File: config.mk
export PLATFORM = sky130hd
export DESIGN_NAME = burst_addr_seq
export DESIGN_NICKNAME = d
export VERILOG_FILES = /design/src/rtl/burst_pkg.sv /design/src/rtl/burst_base_reg.sv /design/src/rtl/burst_beat_cnt.sv /design/src/rtl/burst_order_map.sv /design/src/rtl/burst_addr_seq.sv
export SDC_FILE = /design/constraint.sdc
export NUM_CORES = 1
export LEC_CHECK = 0
export CAP_MARGIN = 20
export CORE_ASPECT_RATIO = 0.6
export CORE_MARGIN = 2
export CORE_UTILIZATION = 44
export DETAILED_ROUTE_END_ITERATION = 12
export GPL_ROUTABILITY_DRIVEN = 0
export PLACE_DENSITY = 0.95
export SETUP_SLACK_MARGIN = 0.3
export SKIP_CTS_REPAIR_TIMING = 1
export SYNTH_ARGS = -nofsm -noshare
export SYNTH_HDL_FRONTEND = slang
export SYNTH_SLANG_ARGS = --single-unit
File: constraint.sdc
create_clock -name clk -period 2.8 [get_ports clk]
set_input_delay 0.56 -clock clk [delete_from_list [all_inputs] [get_ports clk]]
set_output_delay 0.56 -clock clk [all_outputs]
set_load 0.1 [all_outputs]
File: src/rtl/burst_pkg.sv
package burst_pkg;
  typedef enum logic {
    ORD_LINEAR     = 1'b0,
    ORD_INTERLEAVE = 1'b1
  } order_e;
endpackage

File: src/rtl/burst_base_reg.sv
module burst_base_reg #(
  parameter int ADDR_W = 17,
  parameter int BEAT_W = 2
) (
  input  logic              clk,
  input  logic              rst_n,
  input  logic              load,
  input  logic [ADDR_W-1:0] addr_in,
  output logic [ADDR_W-1:0] base_q
);
  logic [ADDR_W-1:0] base_d;

  always_comb begin
    base_d = base_q;
    if (load) base_d = addr_in;
  end

  always_ff @(posedge clk or negedge rst_n) begin
    if (!rst_n) base_q <= '0;
    else        base_q <= base_d;
  end

  // upper bits only change on a load
  assert_upper_hold_R8: assert property (@(posedge clk) disable iff (!rst_n)
    !load |=> $stable(base_q[ADDR_W-1:BEAT_W]));

  assert_capture_R2: assert property (@(posedge clk) disable iff (!rst_n)
    load |=> base_q == $past(addr_in));
endmodule

File: src/rtl/burst_beat_cnt.sv
module burst_beat_cnt #(
  parameter int BEAT_W = 2
) (
  input  logic              clk,
  input  logic              rst_n,
  input  logic              load,
  input  logic              adv,
  output logic [BEAT_W-1:0] beat_q
);
  logic [BEAT_W-1:0] beat_d;
  logic              beat_en;

  // load takes priority and restarts; advance steps and wraps naturally
  always_comb begin
    beat_en = load | adv;
    beat_d  = load ? '0 : beat_q + 1'b1;
  end

  always_ff @(posedge clk or negedge rst_n) begin
    if (!rst_n)       beat_q <= '0;
    else if (beat_en) beat_q <= beat_d;
  end

  assert_load_restart_R5: assert property (@(posedge clk) disable iff (!rst_n)
    load |=> beat_q == '0);

  assert_advance_step_R3: assert property (@(posedge clk) disable iff (!rst_n)
    (!load && adv) |=> beat_q == $past(beat_q) + 1'b1);

  assert_idle_hold_R4: assert property (@(posedge clk) disable iff (!rst_n)
    (!load && !adv) |=> $stable(beat_q));
endmodule

File: src/rtl/burst_order_map.sv
module burst_order_map
  import burst_pkg::*;
#(
  parameter int BEAT_W = 2
) (
  input  order_e            order,
  input  logic [BEAT_W-1:0] start,
  input  logic [BEAT_W-1:0] beat,
  output logic [BEAT_W-1:0] low
);
  logic [BEAT_W-1:0] lo_xor;
  logic [BEAT_W-1:0] lo_sum;

  for (genvar b = 0; b < BEAT_W; b++) begin : g_xor
    assign lo_xor[b] = start[b] ^ beat[b];
  end

  assign lo_sum = start + beat;

  always_comb begin
    case (order)
      ORD_INTERLEAVE: low = lo_xor;
      default:        low = lo_sum;
    endcase
  end
endmodule

File: src/rtl/burst_addr_seq.sv
module burst_addr_seq
  import burst_pkg::*;
#(
  parameter int ADDR_W = 17,
  parameter int BEAT_W = 2
) (
  input  logic              clk,
  input  logic              rst_n,
  input  logic              load_i,
  input  logic              adv_i,
  input  logic              order_i,
  input  logic [ADDR_W-1:0] addr_i,
  output logic [ADDR_W-1:0] addr_o,
  output logic [BEAT_W-1:0] beat_o
);
  localparam int UP_W = ADDR_W - BEAT_W;

  logic [1:0]        rst_sync;
  logic              rst_int_n;
  logic [ADDR_W-1:0] base_q;
  logic [BEAT_W-1:0] low_bits;
  order_e            order_sel;

  // asynchronous assert, synchronous release
  always_ff @(posedge clk or negedge rst_n) begin
    if (!rst_n) rst_sync <= 2'b00;
    else        rst_sync <= {rst_sync[0], 1'b1};
  end
  assign rst_int_n = rst_sync[1];

  assign order_sel = order_e'(order_i);

  burst_base_reg #(.ADDR_W(ADDR_W), .BEAT_W(BEAT_W)) u_base (
    .clk     (clk),
    .rst_n   (rst_int_n),
    .load    (load_i),
    .addr_in (addr_i),
    .base_q  (base_q)
  );

  burst_beat_cnt #(.BEAT_W(BEAT_W)) u_cnt (
    .clk    (clk),
    .rst_n  (rst_int_n),
    .load   (load_i),
    .adv    (adv_i),
    .beat_q (beat_o)
  );

  burst_order_map #(.BEAT_W(BEAT_W)) u_map (
    .order (order_sel),
    .start (base_q[BEAT_W-1:0]),
    .beat  (beat_o),
    .low   (low_bits)
  );

  assign addr_o = {base_q[ADDR_W-1:BEAT_W], low_bits};

  // first beat is the start address in either order
  assert_first_beat_R2: assert property (@(posedge clk) disable iff (!rst_int_n)
    load_i |=> addr_o == $past(addr_i));

  assert_upper_out_R8: assert property (@(posedge clk) disable iff (!rst_int_n)
    !load_i |=> $stable(addr_o[ADDR_W-1:BEAT_W]));

  assert_reset_clear_R1: assert property (@(posedge clk)
    !rst_int_n |-> (beat_o == '0 && addr_o == '0));

  assert_idle_addr_R4: assert property (@(posedge clk) disable iff (!rst_int_n)
    (!load_i && !adv_i && $stable(order_i)) |=> $stable(addr_o));

  initial begin
    if (UP_W < 1) $error("ADDR_W must exceed BEAT_W");
  end
endmodule

After elaboration in Yosys (flattened, before gate mapping)
Cells that the tools add are included.
- muxes and demuxes: 2
- $add $sub $neg: 2
- bitwise gates (word level): 3
- operators by type and width (kind ; count):
    $mux 2 ; 2
    $add 2x1->2 const B ; 1
    $add 2x2->2 ; 1
    $xor 1x1->1 ; 2
    $or 1x1->1 ; 1
- input port bits: 22
- logic and storage cells: 10
- output and inout port bits: 19
- register bits: 21

Logic depth before layout (Yosys ltp)
Gate-level depths: netlist of the first run.
- depth in word-level cells: 2
- gate-level depth with buffers: 3

Hierarchy
From an unflattened synthesis of the first run, not the netlist that was laid out.
- cells, all modules: 50
- area total of the unflattened synthesis: 864.6 um^2
- by module, submodules not included (module ; cells each ; sequential area each (um^2) ; area each (um^2) ; instances):
    burst_base_reg ; 36 ; 425.4 ; 685.7 ; 1
    burst_beat_cnt ; 7 ; 50.0 ; 88.8 ; 1
    burst_addr_seq ; 3 ; 50.0 ; 53.8 ; 1
    burst_order_map ; 4 ; 0.0 ; 36.3 ; 1

Least setup slack after synthesis of the first run
Ideal clock, no wire load.
- path type: register to output
- start point: register u_cnt.beat_q[0]
- end point: output port addr_o[1]
- setup slack: -0.588 ns
- cell stages (with the launch flop): 4
- arrival: 2.828 ns
- buffers on the path: 0
- data required time: 2.240 ns
- cells stage by stage: dfrtp_1 > ha_1 > nor2b_1 > xnor2_1
- longest elaborated chain between the ends: 2
- ends and longest elaborated chain (what ; line ; RTL):
    from (decl) ; burst_beat_cnt.sv:8 ; output logic [BEAT_W-1:0] beat_q
    from (signal assigned) ; burst_beat_cnt.sv:21 ; else if (beat_en) beat_q <= beat_d;
    $add 2x2->2 ; burst_order_map.sv:18 ; assign lo_sum = start + beat;
    $mux 2 ; burst_order_map.sv:21 ; case (order)
    to (decl) ; burst_addr_seq.sv:13 ; output logic [ADDR_W-1:0] addr_o,
Every way passes these cells.

Worst setup path after layout of the first run
- start point: input port order_i
- end point: output port addr_o[1]
- longest elaborated chain between the ends: 1
- ends and longest elaborated chain (what ; line ; RTL):
    from (decl) ; burst_addr_seq.sv:11 ; input logic order_i,
    $mux 2 ; burst_order_map.sv:21 ;
Every way passes these cells.

==> results of run 1 <==
## through the flow
| step | instance area (sq um) | cells | total power [mW] | setup slack [ns] | hold slack [ns] |
|---|---|---|---|---|---|
| 5_1_grt | 1280 | 123 | 0.911 | 0.511 | 0.372 |
| 2_1_floorplan | 985 | 65 | 0.680 | 0.339 | 0.240 |
| 3_3_place_gp | 1250 | 119 | 0.735 | 0.637 | 0.330 |
| 6_report | 1280 | 123 | 0.876 | 0.630 | 0.303 |
| 3_5_place_dp | 1250 | 119 | 0.743 | 0.613 | 0.340 |
| 4_1_cts | 1280 | 123 | 0.886 | 0.614 | 0.352 |
## worst max-delay path, cell delays in order
cell             delay [ns]
clkdlybuf4s50_1        0.40
nor2b_1                0.29
xnor2_4                0.17
buf_12                 0.19
## power breakdown
part	internal [mW]	switching [mW]	leakage (nW)	total [mW]
sequential	0.331	0.0223	0.249	0.354
clock	0.0532	0.0884	0.0177	0.142
combinational	0.114	0.266	0.318	0.380
## cell usage in the layout, fill, tap and decap left out, types with 2 or more instances in the layout
master	Yosys	routed
clkdlybuf4s50_1	0	21
dfrtp_1	21	21
buf_4	15	19
mux2_2	9	9
mux2_4	8	8
clkbuf_4	0	3
xnor2_1	3	2
## registers in the layout, summed over array words and instances (netlist names)
signal         cells
u_base.base_q     17
rst_sync           2
u_cnt.beat_q       2
## cell type report
type / instances / area [sq um] / share of cell area [%]
Sequential cell: 21 / 526 / 41.1
Multi-Input combinational cell: 27 / 315 / 24.7
Tap cell: 30 / 37.5 / 2.94
Clock buffer: 3 / 22.5 / 1.76
Timing Repair Buffer: 41 / 373 / 29.2
Clock inverter: 1 / 5.00 / 0.391
## metal layers
layer  track usage (%)  wire length, microns  part of all wire [%]  vias to the layer above
li1                  -                     -                     -                      254
met1              15.4                   748                    45                      260
met2              25.8                   772                    47                       25
met3              5.62                   132                   8.0                        0
met4              3.19                     0                     0                        0
met5                 0                     0                     0                        -
## Yosys cell counts, drive strengths merged
library cell  count
dfrtp            21
buf              17
mux2             17
xnor2             3
a21bo             1
a21oi             1
conb              1
ha                1
nand3b            1
nor2              1
nor2b             1
## worst min path at each step
stage | from | endpoint | slack, ns | depth (start not counted)
after floorplan | rst_sync[1] | u_base.base_q[0] | 0.24 | 0
after global placement | rst_sync[1] | u_base.base_q[4] | 0.33 | 0
after detailed placement | rst_sync[0] | rst_sync[1] | 0.34 | 0
after CTS | rst_sync[1] | u_base.base_q[2] | 0.35 | 0
after global routing | rst_sync[1] | u_base.base_q[2] | 0.37 | 0
final | rst_sync[1] | u_base.base_q[1] | 0.30 | 0
## logic make-up (layout without fill, tap and decap cells)
logic type                 Yosys count  count (layout)  synth area share [%]
and+or+nand+nor                      3               3                  1.81
DFF                                 21              21                  54.4
AOI/OAI and AO/OA                    2               2                  1.55
other                                1               1                 0.388
xor gates and xnor gates             3               3                  2.72
muxes                               17              17                  22.9
adders and majority gates            1               1                  1.30
buffers and inverters               17              45                  14.9
==> out/results.tsv, run 1 <==
metric	value	unit
Pleak	0.585	nW
Tcrit/Tclk final	77.5	%
Least-Margin Pin Slew	0.748	ns
# IOs	41	
first-pass GRT wire length	2.51	mm
VDD IR max	402	uV
H-Tree Depth	1	
FMAX	461	MHz
Distinct cells, synth	14	
Crit Path Max Fanout	1	
die footprint	0.00260	sq mm
Final HPWL DP	1.27	mm
max_slew headroom	50.1	%
DRC	0	
DR pass1 iterations	2	
max_cap viols	0	
Vias/cell	4.38	
Critical Path RT	2.24	ns
Synth Instances	65	
count of input and output buffers	40	
Max Clock Skew	0.0117	ns
PwrDens	685	mW/mm^2
crit path from	order_i	
Tot GR Track Use	13.8	%
Syn Area/Cell	14.9	sq um
Setup CP Type	primary input to output port	
share of layout cells above drive strength 1	46.2	%
status	finished, final reports clean	
initial antenna violation count	0	
Max clock buf depth	2	
HP Class	flop to async pin	
Setup crit end	addr_o[1]	
Fin. Hold Viols	0	
register bit count reported by yosys	21	
CTS Sinks	21	
drt wl/cell	13.4	microns
largest net degree at the start of global routing	20	
Worst Setup Start Kind	primary input	
Synth Cell Area	966	sq um
most area-hungry cell type in the Yosys netlist	dfrtp_1	
grt ovf	0	
cells taking the most area after synthesis	dfrtp_1 (54%), mux2_4 (12%), buf_4 (12%)	
RR Startpoint	u_cnt.beat_q[0]	
core region area	0.00211	sq mm
die height	40.3	microns
r2r setup slk	1.91	ns
Starting DRT DRC Count	12	
routed vias	539	
n_diodes	0	
vias in the first global route	569	
Routed WL	1.65	mm
CTS Buf Count	3	
Final min period	2.17	ns
unrepaired setup endpoints after global routing	no	
Fillers	177	
Crit. End Element	output port	
top-area cell type share of the netlist area	54.4	%
CP Data Arrival Time	1.61	ns
P&R area growth vs syn	32.4	%
Syn. warnings	0	
r2r endpoint	u_cnt.beat_q[1]	
share of the yosys chip area belonging to registers	54.4	%
CTS tree	built	
fin nets	117	
Post-DRT Antenna Nets	0	
Die W	64.5	microns
Root Buffer	clkbuf_4	
# rows	13	
setup TNS	0	ns
clock slew at reported path FFs	0.12	ns
Starting Density	45.7	%
number of cells on the worst reg-to-reg path	2	
Post-Syn Nets	88	
clock latency on the worst-skew pair	0.30	ns
Setup Viol. Count Final	0	
post-layout util	60.5	%
Max Slew Vio Count	0	
Power figures use the tool's default switching activity.
==> inputs of run 2 (changes only) <==
- CORE_UTILIZATION: 44 -> 41
- PLACE_DENSITY: 0.95 -> 0.9
- clock period: 2.8 -> 2 ns (I/O delays scaled with it)
==> run 2 against run 1 <==
  * Worst setup slack got worse by 0.41 ns
  * Final area rose by 8.0%
  * Sequential cell count did not move
  * Clock power rose by 89%
  * Utilization rose by 2.4 points
  * Final cell count rose by 1.6%
  * Sequential power rose by 41%
  * First-iteration DRC count rose by 67%
  * Sequential share of layout area fell by 2.7 points
  * Via count rose by 3.9%
  * Die area rose by 6.7%
  * Critical path type is now flop to output port
  * Highest routed layer unchanged
==> out/results.tsv, run 2 (same netlist as run 1, synthesis figures left out) <==
metric	value	unit	change
n_diodes	0		unchanged
# IOs	41		unchanged
clock latency on the worst-skew pair	0.25	ns	was 0.30 ns
Fin Hold WS	0.299	ns	was 0.303 ns
Tot GR Track Use	13.2	%	was 13.8%
Vias/cell	4.48		was 4.38
largest net degree at the start of global routing	20		unchanged
die height	41.6	microns	was 40.3 microns
Crit path buffers/inverters	1		was 2
vias in the first global route	600		was 569
unrepaired setup endpoints after global routing	yes		was no
CTS Buf Count	3		unchanged
status	finished, final reports clean		unchanged
# rows	13		unchanged
FMAX	560	MHz	
Starting Density	44.0	%	was 45.7%
die footprint	0.00277	sq mm	was 0.00260 sq mm
max_cap viols	0		unchanged
crit-path leading delay family	flip-flops		was buffers and inverters
Critical Path RT	1.60	ns	was 2.24 ns
sw frac	40.3	%	was 43.1%
CTS tree	built		unchanged
initial antenna violation count	0		unchanged
sequential power share	37.3	%	was 40.4%
Largest Register	u_base.base_q		unchanged
Starting DRT DRC Count	20		was 12
Pleak	0.615	nW	was 0.585 nW
drt wl/cell	13.5	microns	was 13.4 microns
clock slew at reported path FFs	0.07	ns	was 0.12 ns
DR pass1 iterations	2		unchanged
routed vias	560		was 539
Max clock buf depth	2		unchanged
CP Data Arrival Time	1.38	ns	was 1.61 ns
Largest stage delay, worst path	0.50	ns	was 0.40 ns
Worst Setup Start Kind	flop		was primary input
fin nets	119		was 117
Crit. End Element	output port		unchanged
Final min period	1.78	ns	
commonest cells after routing, fill and taps aside	clkdlybuf4s50_1 (21), dfrtp_1 (19), buf_4 (18)		was clkdlybuf4s50_1 (21), dfrtp_1 (21), buf_4 (19)
Least-Margin Pin Slew	0.757	ns	was 0.748 ns
crit path cell chain	ha_4 > nor2b_4 > xnor2_4 > buf_12		was clkdlybuf4s50_1 > nor2b_1 > xnor2_4 > buf_12
VDD IR max	482	uV	was 402 uV
Tcrit/Tclk final	89.2	%	
Root Buffer	clkbuf_8		was clkbuf_4
max FFs per register	17		unchanged
CTS Sinks	21		unchanged
Top Registers	u_base.base_q x17, rst_sync x2, u_cnt.beat_q x2		unchanged
Die W	66.7	microns	was 64.5 microns
Setup Viol. Count Final	0		unchanged
Slowest cell on crit path	dfrtp_4		was clkdlybuf4s50_1
setup TNS	0	ns	unchanged
grt ovf	0		unchanged
first-pass GRT wire length	2.69	mm	was 2.51 mm
Max Slew Vio Count	0		unchanged
commonest non-fill, non-tap cell in the layout	clkdlybuf4s50_1		
count of input and output buffers	40		unchanged
P&R area growth vs syn	43.0	%	was 32.4%
Routed WL	1.68	mm	was 1.65 mm
H-Tree Depth	1		unchanged
Final HPWL DP	1.21	mm	was 1.27 mm
Fillers	188		was 177
DRC	0		unchanged
Crit Path Max Fanout	3		was 1
PwrDens	969	mW/mm^2	was 685 mW/mm^2
Internal	0.799	mW	was 0.498 mW
max_slew headroom	49.5	%	was 50.1%
Setup CP Type	flop to output port		was primary input to output port
HP Class	primary input to async pin		was flop to async pin
Fin. Hold Viols	0		unchanged
combinational fraction of design power	42.7	%	was 43.4%
Clock power frac	20.0	%	was 16.2%
Sw Pwr	0.540	mW	was 0.377 mW
share of layout cells above drive strength 1	51.6	%	was 46.2%
Max Clock Skew	0.00384	ns	was 0.0117 ns
core region area	0.00220	sq mm	was 0.00211 sq mm
Post-DRT Antenna Nets	0		unchanged
-- run 2: cell types whose count changed in the layout (fill, tap and decap cells not counted), sizes merged --
cell	previous run	this run
clkbuf	3	4
buf	20	22
clkinv	1	0
-- run 2: through the flow --
step,worst slack (ns),instance area [sq um],instances,utilization [%],total power [mW]
2_1_floorplan,0.0472,1010,65,-,0.964
3_3_place_gp,0.249,1310,119,59.8,1.06
3_5_place_dp,0.232,1310,119,59.8,1.07
4_1_cts,0.132,1360,123,61.9,1.35
5_1_grt,0.167,1380,125,62.9,1.39
6_report,0.215,1380,125,62.9,1.34
-- run 2: layer usage --
layer	up-vias	GRT usage [%]	part of all wire, %
li1	261	-	-
met1	269	16.4	41
met2	30	21.6	48
met3	0	5.96	11
met4	0	2.45	0
met5	-	0	0
-- run 2: worst paths after layout --
kind | start | to | slack (ns) | cells after the start
max in group asynchronous | rst_sync[1] | u_cnt.beat_q[0] | 1.13 | 0
worst max register to register | u_cnt.beat_q[0] | u_cnt.beat_q[1] | 0.96 | 3
worst max-delay path | u_cnt.beat_q[0] | addr_o[1] | 0.22 | 4
min in group clk | rst_sync[0] | rst_sync[1] | 0.35 | 0
worst min-delay path | rst_n | rst_sync[1] | 0.30 | 1
worst min register to register | rst_sync[1] | u_base.base_q[3] | 0.32 | 0
-- run 2: power by group through the flow --
stage / registers (mW) / logic (mW) / clock network, mW
floorplan: 0.524 / 0.439 / 0
global placement: 0.506 / 0.556 / 0
detailed placement: 0.509 / 0.563 / 0
CTS: 0.502 / 0.564 / 0.280
global route: 0.507 / 0.589 / 0.296
finish: 0.499 / 0.572 / 0.268
-- run 2: worst reg2reg max path: cells and delay by family, from the launching register on --
family | cells | cell delay (ns)
compound gates | 2 | 0.30
buf+inv | 1 | 0.16
flops | 1 | 0.50
-- run 2: final cells by class --
class | instances | area [sq um] | share of cell area, %
flip-flops and latches | 21 | 531 | 38.4
repair buffers | 43 | 425 | 30.8
multi-input cells | 27 | 343 | 24.8
clock buffers | 4 | 45.0 | 3.26
well taps | 30 | 37.5 | 2.72
==> inputs of run 3 (changes only) <==
- clock period: 2 -> 1.9 ns (I/O delays scaled with it)
==> run 3 against run 2 <==
  * Largest cell class unchanged
  * Total power up 5.9%
  * Clock skew about the same
  * Critical endpoint unchanged
  * Final cell count unchanged
  * Non-clock buffer count unchanged
  * Highest routed layer is now met4
  * Worst setup slack worse by 0.099 ns
  * Critical path type unchanged
==> out/results.tsv, run 3 (same netlist as run 1, synthesis figures left out) <==
metric	value	unit	change
CP Data Arrival Time	1.40	ns	was 1.38 ns
Max Clock Skew	0.00349	ns	was 0.00384 ns
Final Power	1.42	mW	was 1.34 mW
Crit Path Max Fanout	5		was 3
routed vias	551		was 560
Tot GR Track Use	13.8	%	was 13.2%
P&R area growth vs syn	44.3	%	was 43.0%
core region area	0.00220	sq mm	unchanged
Critical Path RT	1.52	ns	was 1.60 ns
Worst Setup Start Kind	flop		unchanged
CTS Buf Count	3		unchanged
Post-Place Setup Slack	0.178	ns	was 0.232 ns
clock slew at reported path FFs	0.07	ns	about the same
Fillers	168		was 188
Vias/cell	4.41		was 4.48
PwrDens	1020	mW/mm^2	was 969 mW/mm^2
initial antenna violation count	0		unchanged
Starting Density	44.0	%	unchanged
met2 WL	824	microns	was 811 microns
die height	41.6	microns	unchanged
max_cap viols	0		unchanged
Starting DRT DRC Count	4		was 20
# rows	13		unchanged
setup TNS	0	ns	unchanged
VDD IR max	789	uV	was 482 uV
n_diodes	0		unchanged
HP Class	primary input to async pin		unchanged
commonest cells after routing, fill and taps aside	clkdlybuf4s50_1 (21), dfrtp_1 (19), buf_4 (17)		was clkdlybuf4s50_1 (21), dfrtp_1 (19), buf_4 (18)
Max clock buf depth	2		unchanged
CTS tree	built		unchanged
drt wl/cell	13.7	microns	was 13.5 microns
DR top layer	met4		was met3
Root Buffer	clkbuf_8		unchanged
FMAX	561	MHz	
clock latency on the worst-skew pair	0.26	ns	was 0.25 ns
vias in the first global route	619		was 600
DR pass1 iterations	2		unchanged
max FFs per register	17		unchanged
share of layout cells above drive strength 1	51.6	%	unchanged
Slowest cell on crit path	dfrtp_4		unchanged
Final WS setup	0.117	ns	was 0.215 ns
Pleak	0.618	nW	was 0.615 nW
Fin. Hold Viols	0		unchanged
Setup Viol. Count Final	0		unchanged
post-layout util	63.5	%	was 62.9%
die footprint	0.00277	sq mm	unchanged
count of input and output buffers	40		unchanged
first-pass GRT wire length	2.77	mm	was 2.69 mm
max_slew headroom	51.0	%	was 49.5%
r2r setup slk	0.93	ns	was 0.96 ns
Die W	66.7	microns	unchanged
Crit. End Element	output port		unchanged
Final min period	1.78	ns	
grt ovf	0		unchanged
status	finished, final reports clean		unchanged
Largest stage delay, worst path	0.51	ns	was 0.50 ns
metal3 WL	152	microns	was 179 microns
crit path cell chain	ha_4 > nor2b_4 > xnor2_4 > buf_12		unchanged
DRC	0		unchanged
largest net degree at the start of global routing	20		unchanged
# IOs	41		unchanged
Largest Register	u_base.base_q		unchanged
Max Slew Vio Count	0		unchanged
Setup CP Type	flop to output port		unchanged
Top Registers	u_base.base_q x17, rst_sync x2, u_cnt.beat_q x2		unchanged
Routed WL	1.71	mm	was 1.68 mm
CTS Sinks	21		unchanged
Least-Margin Pin Slew	0.734	ns	was 0.757 ns
Tcrit/Tclk final	93.9	%	
Final HPWL DP	1.26	mm	was 1.21 mm
H-Tree Depth	1		unchanged
commonest non-fill, non-tap cell in the layout	clkdlybuf4s50_1		unchanged
unrepaired setup endpoints after global routing	yes		unchanged
fin nets	119		unchanged
Post-DRT Antenna Nets	0		unchanged
M1 WL	724	microns	was 693 microns
run 3: cell types whose count changed in the layout (fill, tap and decap cells not counted):
cell    before  now
buf_12       4    5
buf_4       18   17
run 3: report_power, final:
part	total [mW]	switching, mW	leakage (nW)	internal, mW
combinational	0.603	0.399	0.350	0.204
sequential	0.528	0.0373	0.246	0.491
clock	0.287	0.137	0.0228	0.149
total	1.42	0.574	0.618	0.844
run 3: worst paths after layout:
path | cells after the start | endpoint | startpoint
min | 1 | rst_sync[1] | rst_n
min in group clk | 0 | rst_sync[1] | rst_sync[0]
min reg2reg | 0 | u_base.base_q[1] | rst_sync[1]
max reg2reg | 3 | u_cnt.beat_q[0] | u_cnt.beat_q[0]
max | 4 | addr_o[1] | u_cnt.beat_q[0]
max in group asynchronous | 0 | u_cnt.beat_q[0] | rst_sync[1]
run 3: cell type report:
class / count / area (sq um) / share of cell area (%)
Sequential cell: 21 / 531 / 38.1
Multi-Input combinational cell: 27 / 343 / 24.6
Timing Repair Buffer: 43 / 438 / 31.4
Tap cell: 30 / 37.5 / 2.69
Clock buffer: 4 / 45.0 / 3.23
run 3: critical path, delay by kind of cell, from the launching register on:
family,cells,cell delay (ns)
adder cells (fa/ha/maj),1,0.16
buffers and inverters,1,0.19
AND/OR/NAND/NOR,1,0.13
XOR/XNOR,1,0.15
flip-flops,1,0.51
run 3: stage by stage:
stage          hold WS (ns)  std cells  instance area, sq um
6_report              0.276        125                  1390
5_1_grt               0.268        125                  1390
4_1_cts               0.270        123                  1370
3_5_place_dp          0.342        119                  1330
3_3_place_gp          0.335        119                  1330
2_1_floorplan        0.0844         65                  1010
run 3: metal layers:
metal / track usage (%) / up-vias
li1: - / 258
met4: 2.45 / 0
met1: 16.6 / 261
met2: 23.2 / 30
met3: 6.23 / 2
met5: 0 / -
